**config.mk**
```make
export PLATFORM = sky130hd
export DESIGN_NAME = audio_frame_seq
export DESIGN_NICKNAME = d
export VERILOG_FILES = /design/src/rtl/afs_pkg.sv /design/src/rtl/afs_prescaler.sv /design/src/rtl/afs_step_seq.sv /design/src/rtl/afs_ctrl_regs.sv /design/src/rtl/audio_frame_seq.sv
export SDC_FILE = /design/constraint.sdc
export NUM_CORES = 1
export LEC_CHECK = 0
export BUFFER_PORTS_ARGS = -buffer_cell sky130_fd_sc_hd__buf_2
export CAP_MARGIN = 20
export CORE_MARGIN = 4
export CORE_UTILIZATION = 38
export CTS_CLUSTER_SIZE = 30
export DETAILED_ROUTE_END_ITERATION = 8
export GPL_ROUTABILITY_DRIVEN = 0
export HOLD_SLACK_MARGIN = 0.08
export PLACE_DENSITY = 0.57
export RECOVER_POWER = 25
export SYNTH_ARGS = -nofsm -noshare
export SYNTH_HDL_FRONTEND = slang
export SYNTH_HIERARCHICAL = 1
export SYNTH_SLANG_ARGS = --single-unit
```
**constraint.sdc**
```tcl
create_clock -name clk -period 5.35 [get_ports clk]
set_input_delay 0 -clock clk [delete_from_list [all_inputs] [get_ports clk]]
set_output_delay 0 -clock clk [all_outputs]
set_load 0.01 [all_outputs]
```
**src/rtl/afs_pkg.sv**
```systemverilog
package afs_pkg;

  typedef enum logic {
    SEQ_FOUR = 1'b0,
    SEQ_FIVE = 1'b1
  } seq_mode_e;

  typedef struct packed {
    logic qtr;
    logic half;
    logic irq_set;
    logic wrap;
  } step_evt_t;

  localparam int unsigned OFS_CHAN  = 5'h15;
  localparam int unsigned OFS_FRAME = 5'h17;

  // status byte: dmc irq, frame irq, zero, five enables
  function automatic logic [7:0] pack_status(input logic dmc, input logic flag,
                                             input logic [4:0] en);
    return {dmc, flag, 1'b0, en};
  endfunction

  function automatic logic [4:0] pick_enables(input logic [7:0] d);
    return d[4:0];
  endfunction

  function automatic seq_mode_e pick_mode(input logic [7:0] d);
    return d[7] ? SEQ_FIVE : SEQ_FOUR;
  endfunction

endpackage

```
**src/rtl/afs_prescaler.sv**
```systemverilog
module afs_prescaler #(
  parameter int unsigned DIV = 6
) (
  input  logic clk,
  input  logic rst_n,
  output logic tick
);
  localparam int unsigned PW = (DIV > 1) ? $clog2(DIV) : 1;
  localparam logic [PW-1:0] LAST = PW'(DIV - 1);

  logic [PW-1:0] phase;

  assign tick = (phase == LAST);

  always_ff @(posedge clk or negedge rst_n) begin
    if (!rst_n) phase <= '0;
    else if (tick) phase <= '0;
    else phase <= phase + 1'b1;
  end


  tick_spacing_chk: assert property (@(posedge clk) disable iff (!rst_n)
    tick |=> !tick);

endmodule

```
**src/rtl/afs_step_seq.sv**
```systemverilog
module afs_step_seq
  import afs_pkg::*;
#(
  parameter int unsigned Q1 = 3728,
  parameter int unsigned H1 = 7456,
  parameter int unsigned Q2 = 11185,
  parameter int unsigned H4 = 14914,
  parameter int unsigned E4 = 14915,
  parameter int unsigned H5 = 18640,
  parameter int unsigned CW = 15
) (
  input  logic      clk,
  input  logic      rst_n,
  input  logic      tick,
  input  seq_mode_e mode,
  output step_evt_t evt,
  output logic      qtr_strobe,
  output logic      half_strobe
);
  logic [CW-1:0] count;

  function automatic logic [CW-1:0] wrap_point(input seq_mode_e m);
    return (m == SEQ_FIVE) ? CW'(H5) : CW'(E4);
  endfunction

  function automatic logic [CW-1:0] next_count(input logic [CW-1:0] c,
                                               input seq_mode_e m);
    return (c >= wrap_point(m)) ? '0 : c + 1'b1;
  endfunction

  always_comb begin
    evt = '0;
    if (tick) begin
      evt.half = (count == CW'(H1)) ||
                 (mode == SEQ_FIVE ? count == CW'(H5) : count == CW'(H4));
      evt.qtr  = evt.half || (count == CW'(Q1)) || (count == CW'(Q2));
      evt.irq_set = (mode == SEQ_FOUR) &&
                    ((count == CW'(H4)) || (count == CW'(E4)));
      evt.wrap = (count >= wrap_point(mode));
    end
  end

  always_ff @(posedge clk or negedge rst_n) begin
    if (!rst_n) begin
      count       <= '0;
      qtr_strobe  <= 1'b0;
      half_strobe <= 1'b0;
    end else begin
      qtr_strobe  <= evt.qtr;
      half_strobe <= evt.half;
      if (tick) count <= next_count(count, mode);
    end
  end


  count_hold_chk: assert property (@(posedge clk) disable iff (!rst_n)
    !tick |=> $stable(count));

  half_implies_qtr_chk: assert property (@(posedge clk) disable iff (!rst_n)
    half_strobe |-> qtr_strobe);

  qtr_single_chk: assert property (@(posedge clk) disable iff (!rst_n)
    qtr_strobe |=> !qtr_strobe);

  wrap_zero_chk: assert property (@(posedge clk) disable iff (!rst_n)
    evt.wrap |=> (count == '0));

endmodule

```
**src/rtl/afs_ctrl_regs.sv**
```systemverilog
module afs_ctrl_regs
  import afs_pkg::*;
#(
  parameter int unsigned AW        = 5,
  parameter int unsigned CHAN_OFS  = OFS_CHAN,
  parameter int unsigned FRAME_OFS = OFS_FRAME
) (
  input  logic          clk,
  input  logic          rst_n,
  input  logic          wr_en,
  input  logic          rd_en,
  input  logic [AW-1:0] addr,
  input  logic [7:0]    wdata,
  input  logic          dmc_irq_in,
  input  logic          irq_set,
  output logic [4:0]    chan_en,
  output seq_mode_e     mode,
  output logic          irq_flag,
  output logic [7:0]    rdata
);
  logic inhibit;
  logic chan_wr, frame_wr, inhibit_wr, status_rd;

  assign chan_wr    = wr_en && (addr == AW'(CHAN_OFS));
  assign frame_wr   = wr_en && (addr == AW'(FRAME_OFS));
  assign inhibit_wr = frame_wr && wdata[6];
  assign status_rd  = rd_en && (addr == AW'(CHAN_OFS));

  assign rdata = status_rd ? pack_status(dmc_irq_in, irq_flag, chan_en) : 8'h00;

  always_ff @(posedge clk or negedge rst_n) begin
    if (!rst_n) begin
      chan_en  <= '0;
      mode     <= SEQ_FOUR;
      inhibit  <= 1'b0;
      irq_flag <= 1'b0;
    end else begin
      if (chan_wr) chan_en <= pick_enables(wdata);
      if (frame_wr) begin
        mode    <= pick_mode(wdata);
        inhibit <= wdata[6];
      end
      if (inhibit_wr)     irq_flag <= 1'b0;
      else if (irq_set)   irq_flag <= !inhibit;
      else if (status_rd) irq_flag <= 1'b0;
    end
  end


  inhibit_clear_chk: assert property (@(posedge clk) disable iff (!rst_n)
    inhibit_wr |=> !irq_flag);

  read_ack_chk: assert property (@(posedge clk) disable iff (!rst_n)
    (status_rd && !irq_set) |=> !irq_flag);

  flag_rise_chk: assert property (@(posedge clk) disable iff (!rst_n)
    $rose(irq_flag) |-> $past(irq_set));

  bit5_zero_chk: assert property (@(posedge clk) disable iff (!rst_n)
    rdata[5] == 1'b0);

  other_read_chk: assert property (@(posedge clk) disable iff (!rst_n)
    !status_rd |-> (rdata == 8'h00));

endmodule

```
**src/rtl/audio_frame_seq.sv**
```systemverilog
module audio_frame_seq
  import afs_pkg::*;
#(
  parameter int unsigned DIV = 6,
  parameter int unsigned AW  = 5,
  parameter int unsigned Q1  = 3728,
  parameter int unsigned H1  = 7456,
  parameter int unsigned Q2  = 11185,
  parameter int unsigned H4  = 14914,
  parameter int unsigned E4  = 14915,
  parameter int unsigned H5  = 18640
) (
  input  logic          clk,
  input  logic          rst_n,
  input  logic          wr_en,
  input  logic          rd_en,
  input  logic [AW-1:0] addr,
  input  logic [7:0]    wdata,
  output logic [7:0]    rdata,
  input  logic          dmc_irq_in,
  output logic [4:0]    chan_en,
  output logic          qtr_strobe,
  output logic          half_strobe,
  output logic          frame_irq
);
  localparam int unsigned CW = $clog2(((H5 > E4) ? H5 : E4) + 1);

  logic      step_tick;
  seq_mode_e seq_mode;
  step_evt_t step_evt;

  afs_prescaler #(.DIV(DIV)) u_pre (
    .clk(clk), .rst_n(rst_n), .tick(step_tick)
  );

  afs_step_seq #(
    .Q1(Q1), .H1(H1), .Q2(Q2), .H4(H4), .E4(E4), .H5(H5), .CW(CW)
  ) u_seq (
    .clk(clk), .rst_n(rst_n), .tick(step_tick), .mode(seq_mode),
    .evt(step_evt), .qtr_strobe(qtr_strobe), .half_strobe(half_strobe)
  );

  afs_ctrl_regs #(.AW(AW)) u_regs (
    .clk(clk), .rst_n(rst_n), .wr_en(wr_en), .rd_en(rd_en), .addr(addr),
    .wdata(wdata), .dmc_irq_in(dmc_irq_in), .irq_set(step_evt.irq_set),
    .chan_en(chan_en), .mode(seq_mode), .irq_flag(frame_irq), .rdata(rdata)
  );


  five_no_irq_chk: assert property (@(posedge clk) disable iff (!rst_n)
    $rose(frame_irq) |-> $past(seq_mode == SEQ_FOUR));

  strobe_after_tick_chk: assert property (@(posedge clk) disable iff (!rst_n)
    $rose(qtr_strobe) |-> $past(step_tick));

endmodule

```
==> impl_metrics.env, run 1 <==
export IMPL_port_buffers=31
export IMPL_hold_viol_final=0
export IMPL_die_y_um=77.0
export IMPL_postRouteWirelength_um=3900
export IMPL_post_cts_buffers=0
export IMPL_cp_arrival_ns=2.45
export IMPL_wl_per_cell_um=14.2
export IMPL_setup_tns_ns=0
export IMPL_whs_endpoint="u_regs/irq_flag"
export IMPL_timing_final_crit_share_pct=42.2
export IMPL_cp_slowest_cell="dfrtp_1"
export IMPL_sequentialPowerShare_pct=57.6
export IMPL_async_flop_share_pct=100
export IMPL_crit_family="compound AO/OA/AOI/OAI gates"
export IMPL_grt_pass1_wl_um=6820
export IMPL_r2r_end="u_seq/count[3]"
export IMPL_avgSynthCellArea_sq_um=9.46
export IMPL_powerDensity_nw_per_um2=197
export IMPL_cts_buffers=3
export IMPL_hold_depth=3
export IMPL_root_buffer="clkbuf_8"
export IMPL_max_slew_margin_pct=-1.17
export IMPL_met1_usage_pct=18.7
export IMPL_rsz0062_at_grt="false"
export IMPL_worst_pin_slew_ns=1.52
export IMPL_fin_crit_ns=2.26
export IMPL_row_count=24
export IMPL_synthTopCellsByCount="dfrtp_1 (28), nor2_1 (25), nand2_1 (13)"
export IMPL_ys_dominant_reg_cell="dfrtp_1"
export IMPL_yosysWarnings=6
export IMPL_power_switching_w=0.000103
export IMPL_crit_path_max_incr_delay_ns=0.52
export IMPL_drc=0
export IMPL_setup_violations=0
export IMPL_status="finished, violations left"
export IMPL_critPathLaunchType="flop"
export IMPL_area_growth_pct=14.1
export IMPL_startpoint="u_regs/mode"
export IMPL_path_max_fanout=8
export IMPL_synth_edff_count=0
export IMPL_hold_path_class="input port to flop"
export IMPL_pwr_share_comb_pct=14.1
export IMPL_vdd_drop_max_uv=91.3
export IMPL_h_tree_depth=1
export IMPL_n_antenna_cell=0
export IMPL_numPlacedInstances=264
export IMPL_gr_usage_met2_pct=24.0
export IMPL_cts_tree="yes"
export IMPL_synth_seq_cells=28
export IMPL_coreArea_sq_um=4470
export IMPL_clock_sinks=28
export IMPL_multi_input_area_sq_um=985
export IMPL_syn_nets=221
export IMPL_drtIter0Drc=71
export IMPL_end_kind="flop"
export IMPL_die_width_um=77.0
export IMPL_vias=1426
export IMPL_nNetsFinal=255
export IMPL_cap_viol_max_count=1
export IMPL_postRouteAntennaNets=0
export IMPL_cp_num_buf_inv=1
export IMPL_critPathKind="flop to flop"
export IMPL_first_global_vias=1427
export IMPL_cts_buffer_depth=2
export IMPL_r2r_start="u_regs/mode"
export IMPL_synth_top_area_share_pct=38.8
export IMPL_fill_cells=432
export IMPL_first_pass_iters=4
export IMPL_hold_path_startpoint="addr[1]"
export IMPL_r2r_cells=7
export IMPL_clkSlewWorstSetupHoldPaths_ns=0.09
export IMPL_via_per_inst=5.19
export IMPL_ios=34
export IMPL_syn_inst=191
export IMPL_skew_ns=0.00722
export IMPL_p_sw_share_pct=25.4
export IMPL_r2r_slack_ns=3.09
export IMPL_cts_repair_resized=0
export IMPL_violations="max-capacitance violations, max-slew violations"
export IMPL_max_freq_ghz=0.443
export IMPL_use_met3_pct=2.58
export IMPL_seq_area_sq_um=701
export IMPL_synth_seq_area_share_pct=38.8
export IMPL_synth_area_leaders="dfrtp_1 (39%), ha_1 (8.3%), nor2_1 (5.2%), mux2_2 (4.4%), xnor2_1 (3.4%)"
export IMPL_dp_hpwl_um=2880
export IMPL_cp_required_ns=5.54
export IMPL_p_int_w=0.000303
export IMPL_drive_gt1_share_pct=20.2
export IMPL_ys_types=49
export IMPL_path_cells="inv_1 -> ha_1 -> nand4_1 -> a21oi_1 -> a211oi_2 -> nand2_1 -> o221ai_1"
export IMPL_die_area_sq_um=5920
export IMPL_power_clock_fraction_pct=28.2
export IMPL_grt_max_degree=29
export IMPL_instances_no_fill=275
export IMPL_clk_insertion_delay_late_ns=0.28
export IMPL_synth_largest_area_cell="dfrtp_1"
export IMPL_gr_usage_all_layers_pct=14.1
export IMPL_synth_most_common_cell="dfrtp_1"
export IMPL_p_leak_nw=0.939
export IMPL_initial_utilization_pct=40.4
export IMPL_gr_max_usage_layer="met2"
export IMPL_overflow=0
export IMPL_post_synth_instance_area_sq_um=1810
export IMPL_antenna_found_initial=0
export IMPL_drv_slew=29
layout by cell type, fill, tap and decap left out, drive strengths merged, types with 2 or more instances in the layout:
| cell | netlist | routed |
|---|---|---|
| nand2 | 13 | 13 |
| buf | 6 | 26 |
| nand3b | 2 | 2 |
| ha | 12 | 12 |
| dlygate4sd3 | 0 | 8 |
| nand4 | 6 | 6 |
| xor2 | 3 | 3 |
| nor3 | 8 | 8 |
| a21oi | 3 | 3 |
| xnor2 | 7 | 7 |
| o21ai | 6 | 6 |
| or4 | 2 | 2 |
| o221ai | 2 | 2 |
| nand2b | 3 | 3 |
| nor2 | 26 | 26 |
| clkbuf | 4 | 8 |
| and3 | 3 | 3 |
| mux2 | 7 | 7 |
| inv | 11 | 11 |
| dfrtp | 28 | 28 |
| nand4b | 2 | 2 |
| nand3 | 8 | 8 |
| and2 | 9 | 9 |
| a211oi | 2 | 2 |
worst min-delay path, stage by stage:
cell      delay [ns]
buf_2           0.11
nor4_1          0.05
a211oi_1        0.19
state kept, by name (all words and copies together) (netlist names):
signal             flops
u_regs/mode            1
u_pre/phase            3
u_regs/chan_en         5
u_regs/inhibit         1
u_seq/half_strobe      1
u_regs/irq_flag        1
u_seq/qtr_strobe       1
u_seq/count           15
worst max-delay path by stage:
stage	cells after the start	end	slack, ns
finish	7	u_seq/count[3]	3.09
global route	7	u_seq/count[6]	2.84
CTS	7	u_seq/count[9]	3.09
detailed placement	7	u_seq/count[7]	3.11
global placement	7	u_seq/count[13]	3.11
floorplan	8	u_seq/count[13]	3.53
logic make-up (layout without fill, tap and decap cells):
kind of cell / Yosys count / count (layout) / share of synthesized area, %
xor gates and xnor gates: 10 / 10 / 4.85
DFF: 28 / 28 / 38.8
and+or+nand+nor: 89 / 89 / 28.0
muxes: 8 / 8 / 4.92
other: 1 / 1 / 0.208
AOI/OAI and AO/OA: 22 / 22 / 9.49
adders and majority gates: 12 / 12 / 8.31
buffers and inverters: 21 / 53 / 5.40
power by group through the flow:
stage	combinational, W	sequential [W]	clock [W]
floorplan	0.0000274	0.000241	0
global placement	0.0000556	0.000238	0
detailed placement	0.0000564	0.000238	0
CTS	0.0000611	0.000234	0.000120
global route	0.0000667	0.000237	0.000129
finish	0.0000573	0.000234	0.000115
metal layers:
layer	part of all wire, %	vias to the layer above
li1	-	731
met1	48	667
met2	48	24
met3	3.4	4
met4	0.67	0
met5	0	-
repair_timing:
action	in CTS	in global routing
hold buffers	8	0
endpoints found under the setup margin	0	0
hold endpoints to repair	36	0
per-stage QoR:
step | util, % | setup slack (ns) | hold slack (ns) | cell area, sq um | power, W
after floorplan | - | 3.53 | -0.296 | 1810 | 0.000268
after global placement | 44.0 | 3.11 | 0.0552 | 1970 | 0.000294
after detailed placement | 44.0 | 3.11 | 0.0670 | 1970 | 0.000295
after global routing | 46.1 | 2.84 | 0.147 | 2060 | 0.000433
after CTS | 46.8 | 3.09 | 0.162 | 2090 | 0.000416
final | 46.1 | 3.09 | 0.137 | 2060 | 0.000406
cell type report:
type                       count  area share, %
timing repair buffer          39           11.1
clock buffer                   3           2.00
sequential                    28           34.0
multi-input combinational    142           47.8
inverter                      11           2.00
tap                           52           3.16
Note: power is estimated with default switching activity, not from simulation.
==> inputs of run 2 (changes only) <==
==> constraint.sdc (replaced) <==
create_clock -name clk -period 2.08 [get_ports clk]
set_input_delay 0 -clock clk [delete_from_list [all_inputs] [get_ports clk]]
set_output_delay 0 -clock clk [all_outputs]
set_load 0.01 [all_outputs]
==> run 2 against run 1 <==
  * The flow still finishes with violations (max-capacitance violations, max-slew violations)
  * Via count grew 8.3%
  * Final area increased by 5.2%
  * Cell count grew 5.1%
  * Routed wire length grew 4.0%
  * Maximum frequency increased by 19%
  * Sequential power grew to 2.6 times the previous value
  * Largest cell class unchanged
  * Highest routed layer unchanged
==> impl_metrics.env, run 2 (synthesis gave the netlist of run 1 again) <==
export IMPL_sequentialPowerShare_pct=56.8
export IMPL_mostFrequentLayoutCells="buf_2 (27), dfrtp_1 (27), nor2_1 (25)"
export IMPL_max_slew_margin_pct=-0.531
export IMPL_end_kind="flop"
export IMPL_root_buffer="clkbuf_8"
export IMPL_via_per_inst=5.35
export IMPL_area_growth_pct=20.1
export IMPL_drtIter0Drc=72
export IMPL_whs_endpoint="u_regs/irq_flag"
export IMPL_utilization_pct=48.5
export IMPL_pwr_share_comb_pct=16.1
export IMPL_setup_tns_ns=0
export IMPL_die_area_sq_um=5920
export IMPL_r2r_slack_ns=0.18
export IMPL_holdWs_ns=0.169
export IMPL_r2r_cells=7
export IMPL_cp_required_ns=2.24
export IMPL_initial_utilization_pct=40.4
export IMPL_drc=0
export IMPL_cp_arrival_ns=2.06
export IMPL_hold_viol_final=0
export IMPL_clkSlewWorstSetupHoldPaths_ns=0.09
export IMPL_timing_final_ws_setup_ns=0.182
export IMPL_rsz0062_at_grt="false"
export IMPL_largest_reg_flops=15
export IMPL_hold_path_startpoint="addr[1]"
export IMPL_gr_usage_all_layers_pct=15.0
export IMPL_antenna_found_initial=0
export IMPL_biggestRegsByFlops="u_seq/count x15, u_regs/chan_en x5, u_pre/phase x3"
export IMPL_first_pass_iters=4
export IMPL_setup_violations=0
export IMPL_cts_buffers=3
export IMPL_vias=1545
export IMPL_regMostFlops="u_seq/count"
export IMPL_fin_crit_ns=1.90
export IMPL_power_switching_w=0.000258
export IMPL_coreArea_sq_um=4470
export IMPL_r2r_start="u_pre/phase[1]"
export IMPL_violations="max-capacitance violations, max-slew violations"
export IMPL_critPathKind="flop to flop"
export IMPL_power_clock_fraction_pct=27.1
export IMPL_clk_insertion_delay_late_ns=0.27
export IMPL_skew_ns=0.00266
export IMPL_max_freq_ghz=0.527
export IMPL_cts_buffer_depth=2
export IMPL_p_leak_nw=1.01
export IMPL_h_tree_depth=1
export IMPL_worst_pin_slew_ns=1.51
export IMPL_die_width_um=77.0
export IMPL_drv_slew=29
export IMPL_grt_max_degree=29
export IMPL_p_int_w=0.000792
export IMPL_postRouteAntennaNets=0
export IMPL_dp_hpwl_um=3000
export IMPL_hold_depth=3
export IMPL_nNetsFinal=269
export IMPL_p_sw_share_pct=24.6
export IMPL_wl_per_cell_um=14.0
export IMPL_place_ws_ns=0.138
export IMPL_critPathLaunchType="flop"
export IMPL_first_global_vias=1548
export IMPL_vdd_drop_max_uv=244
export IMPL_cts_tree="yes"
export IMPL_cap_viol_max_count=1
export IMPL_fin_total_pwr_w=0.00105
export IMPL_ios=34
export IMPL_die_y_um=77.0
export IMPL_n_antenna_cell=0
export IMPL_path_max_fanout=3
export IMPL_timing_final_crit_share_pct=91.2
export IMPL_status="finished, violations left"
export IMPL_row_count=24
export IMPL_overflow=0
export IMPL_grt_pass1_wl_um=7220
export IMPL_powerDensity_nw_per_um2=484
export IMPL_hold_path_class="input port to flop"
export IMPL_postRouteWirelength_um=4060
export IMPL_port_buffers=31
export IMPL_clock_sinks=28
export IMPL_r2r_end="u_seq/count[13]"
export IMPL_drive_gt1_share_pct=25.7
run 2: changes by cell type in the layout (fill, tap and decap cells not counted):
cell,previous run,this run
buf_2,26,27
dfrtp_1,28,27
dfrtp_2,0,1
buf_4,0,14
clkbuf_1,5,4
run 2: critical path: stages (launching register included):
cell	delay (ns)
dfrtp_1	0.37
inv_1	0.09
and3_1	0.27
nand3_1	0.14
or4_1	0.59
nor2_1	0.17
xnor2_1	0.13
nor2_1	0.05
run 2: worst max path at each step:
| stage | from | end | slack [ns] | depth (start not counted) |
|---|---|---|---|---|
| 2_1_floorplan | u_pre/phase[1] | u_seq/count[13] | 0.26 | 8 |
| 3_3_place_gp | u_regs/mode | u_seq/count[3] | 0.16 | 7 |
| 3_5_place_dp | u_regs/mode | u_seq/count[3] | 0.14 | 7 |
| 4_1_cts | u_regs/mode | u_seq/count[3] | 0.06 | 7 |
| 5_1_grt | u_regs/mode | u_seq/count[11] | 0.03 | 8 |
| 6_report | u_pre/phase[1] | u_seq/count[13] | 0.18 | 7 |
run 2: layer usage:
metal  global-route usage, %  vias up  part of all wire [%]  routed length [um]
met5                       0        -                     0                   0
met4                    4.17        0                  0.71                  29
met3                    2.58        2                   4.5                 184
met2                    25.4       35                    50                2030
met1                    19.7      748                    45                1810
li1                        -      760                     -                   -
run 2: area by class of cell:
type	count	area (sq um)
inverters	11	41.3
multi-input cells	142	985
repair buffers	53	335
well taps	52	65.1
fillers	440	2300
flip-flops and latches	28	702
clock buffers	3	41.3
run 2: timing repair:
item | in CTS | in global routing
endpoints found under the hold margin | 36 | 0
endpoints found under the setup margin | 0 | 15
hold buffers | 8 | 0
resized for setup | 0 | 1
buffers inserted | 0 | 1
run 2: through the flow:
stage	area, sq um	instances
2_1_floorplan	1810	191
3_3_place_gp	2070	277
3_5_place_dp	2070	277
4_1_cts	2190	288
5_1_grt	2170	289
6_report	2170	289
run 2: power groups by stage:
stage / logic, W / clock network [W] / registers (W)
4_1_cts: 0.000176 / 0.000309 / 0.000597
2_1_floorplan: 0.0000704 / 0 / 0.000619
3_5_place_dp: 0.000163 / 0 / 0.000608
5_1_grt: 0.000192 / 0.000329 / 0.000604
6_report: 0.000169 / 0.000285 / 0.000597
3_3_place_gp: 0.000159 / 0 / 0.000606
==> inputs of run 3 (changes only) <==
--- a/config.mk
+++ b/config.mk
@@ -13,7 +13,7 @@
 export DETAILED_ROUTE_END_ITERATION = 8
 export GPL_ROUTABILITY_DRIVEN = 0
 export HOLD_SLACK_MARGIN = 0.08
-export PLACE_DENSITY = 0.57
+export PLACE_DENSITY_LB_ADDON = 0.05
 export RECOVER_POWER = 25
 export SYNTH_ARGS = -nofsm -noshare
 export SYNTH_HDL_FRONTEND = slang
==> run 3 against run 2 <==
  * The run still ends with max-capacitance violations, max-slew violations left
  * Via count decreased by 0.91%
  * Non-clock buffer count down 2
  * Hold slack worse by 0.038 ns
  * Cell count fell by 0.35%
  * Die area stayed put
  * Critical path depth decreased by 1
  * Utilization about the same
  * Sequential power is essentially flat
  * Critical path type unchanged
==> impl_metrics.env, run 3 (synthesis gave the netlist of run 1 again) <==
export IMPL_cts_buffer_depth=2
export IMPL_largest_reg_flops=15
export IMPL_cap_viol_max_count=1
export IMPL_n_antenna_cell=0
export IMPL_setup_violations=0
export IMPL_clk_insertion_delay_late_ns=0.27
export IMPL_cts_tree="yes"
export IMPL_postRouteWirelength_um=4280
export IMPL_cp_arrival_ns=2.06
export IMPL_die_y_um=77.0
export IMPL_via_per_inst=5.32
export IMPL_met2WireLength_um=2190
export IMPL_h_tree_depth=1
export IMPL_dr_wl_met3_um=199
export IMPL_regMostFlops="u_seq/count"
export IMPL_clkSlewWorstSetupHoldPaths_ns=0.10
export IMPL_max_freq_ghz=0.527
export IMPL_gr_usage_all_layers_pct=15.3
export IMPL_cts_buffers=3
export IMPL_max_slew_margin_pct=-1.45
export IMPL_drc=0
export IMPL_overflow=0
export IMPL_drv_slew=29
export IMPL_critPathKind="flop to flop"
export IMPL_ios=34
export IMPL_vias=1531
export IMPL_path_max_fanout=6
export IMPL_drive_gt1_share_pct=25.4
export IMPL_hold_path_class="input port to flop"
export IMPL_die_area_sq_um=5920
export IMPL_fin_crit_ns=1.90
export IMPL_setup_tns_ns=0
export IMPL_dp_hpwl_um=3190
export IMPL_drtIter0Drc=53
export IMPL_grt_max_degree=29
export IMPL_row_count=24
export IMPL_powerDensity_nw_per_um2=508
export IMPL_root_buffer="clkbuf_8"
export IMPL_hold_viol_final=0
export IMPL_grt_pass1_wl_um=7310
export IMPL_biggestRegsByFlops="u_seq/count x15, u_regs/chan_en x5, u_pre/phase x3"
export IMPL_die_width_um=77.0
export IMPL_end_kind="flop"
export IMPL_rsz0062_at_grt="false"
export IMPL_clock_sinks=28
export IMPL_coreArea_sq_um=4470
export IMPL_skew_ns=0.00444
export IMPL_postRouteAntennaNets=0
export IMPL_mostFrequentLayoutCells="buf_2 (27), dfrtp_1 (27), nor2_1 (25)"
export IMPL_place_ws_ns=0.179
export IMPL_first_global_vias=1553
export IMPL_nNetsFinal=267
export IMPL_first_pass_iters=4
export IMPL_status="finished, violations left"
export IMPL_port_buffers=31
export IMPL_wl_met1_um=1870
export IMPL_timing_final_crit_share_pct=91.2
export IMPL_timing_final_ws_setup_ns=0.184
export IMPL_wl_per_cell_um=14.9
export IMPL_violations="max-capacitance violations, max-slew violations"
export IMPL_topRoutingLayerUsed="met4"
export IMPL_p_leak_nw=1.01
export IMPL_worst_pin_slew_ns=1.52
export IMPL_cp_required_ns=2.25
export IMPL_antenna_found_initial=0
export IMPL_area_growth_pct=20.0
export IMPL_initial_utilization_pct=40.4
export IMPL_vdd_drop_max_uv=205
export IMPL_critPathLaunchType="flop"
==> run 3: repair_timing <==
action / in CTS / in global routing
setup buffers: 0 / 0
endpoints found under the hold margin: 36 / 0
gates resized for setup: 0 / 1
setup endpoints to repair: 0 / 11
hold buffers: 8 / 0
==> run 3: per-layer routing <==
layer,global-route usage (%),vias to the layer above
li1,-,749
met1,19.8,737
met2,26.0,43
met3,2.22,2
met4,4.89,0
met5,0,-
==> run 3: where the power goes <==
group | total [W] | internal [W] | switching, W | leakage (nW)
sequential | 0.000598 | 0.000576 | 0.0000222 | 0.371
combinational | 0.000166 | 0.0000852 | 0.0000812 | 0.609
clock | 0.000338 | 0.000169 | 0.000169 | 0.0288
total | 0.00110 | 0.000830 | 0.000272 | 1.01
==> run 3: final cells by class <==
cell class,count,area (sq um)
multi-input cells,142,985
repair buffers,51,320
flip-flops and latches,28,702
fillers,441,2310
well taps,52,65.1
clock buffers,4,55.1
inverters,11,41.3
==> run 3: path summary, 6_finish.rpt <==
check	startpoint	end	slack, ns	cells after the start
max reg2reg	u_seq/count[1]	u_seq/count[14]	0.18	6
min reg2reg	u_pre/phase[0]	u_pre/phase[0]	0.49	1
min in group asynchronous	rst_n	u_regs/chan_en[4]	0.63	2
min	addr[1]	u_regs/irq_flag	0.13	3
max in group asynchronous	rst_n	u_regs/mode	0.47	2
max	u_seq/count[1]	u_seq/count[14]	0.18	6
==> run 3: critical path, cell delays in order, from the launching register on <==
cell	delay (ns)
dfrtp_1	0.46
ha_1	0.26
nand3_1	0.14
or4_1	0.59
nor3_2	0.15
xnor2_1	0.13
nor2_1	0.05
==> run 3: per-stage QoR <==
step,total power [W],util [%],hold slack [ns],std cells,cell area (sq um)
2_1_floorplan,0.000689,-,-0.296,191,1810
5_1_grt,0.00118,48.5,0.146,288,2170
4_1_cts,0.00113,49.1,0.152,288,2200
6_report,0.00110,48.5,0.131,288,2170
3_3_place_gp,0.000763,46.1,0.0533,276,2060
3_5_place_dp,0.000771,46.1,0.0647,276,2060
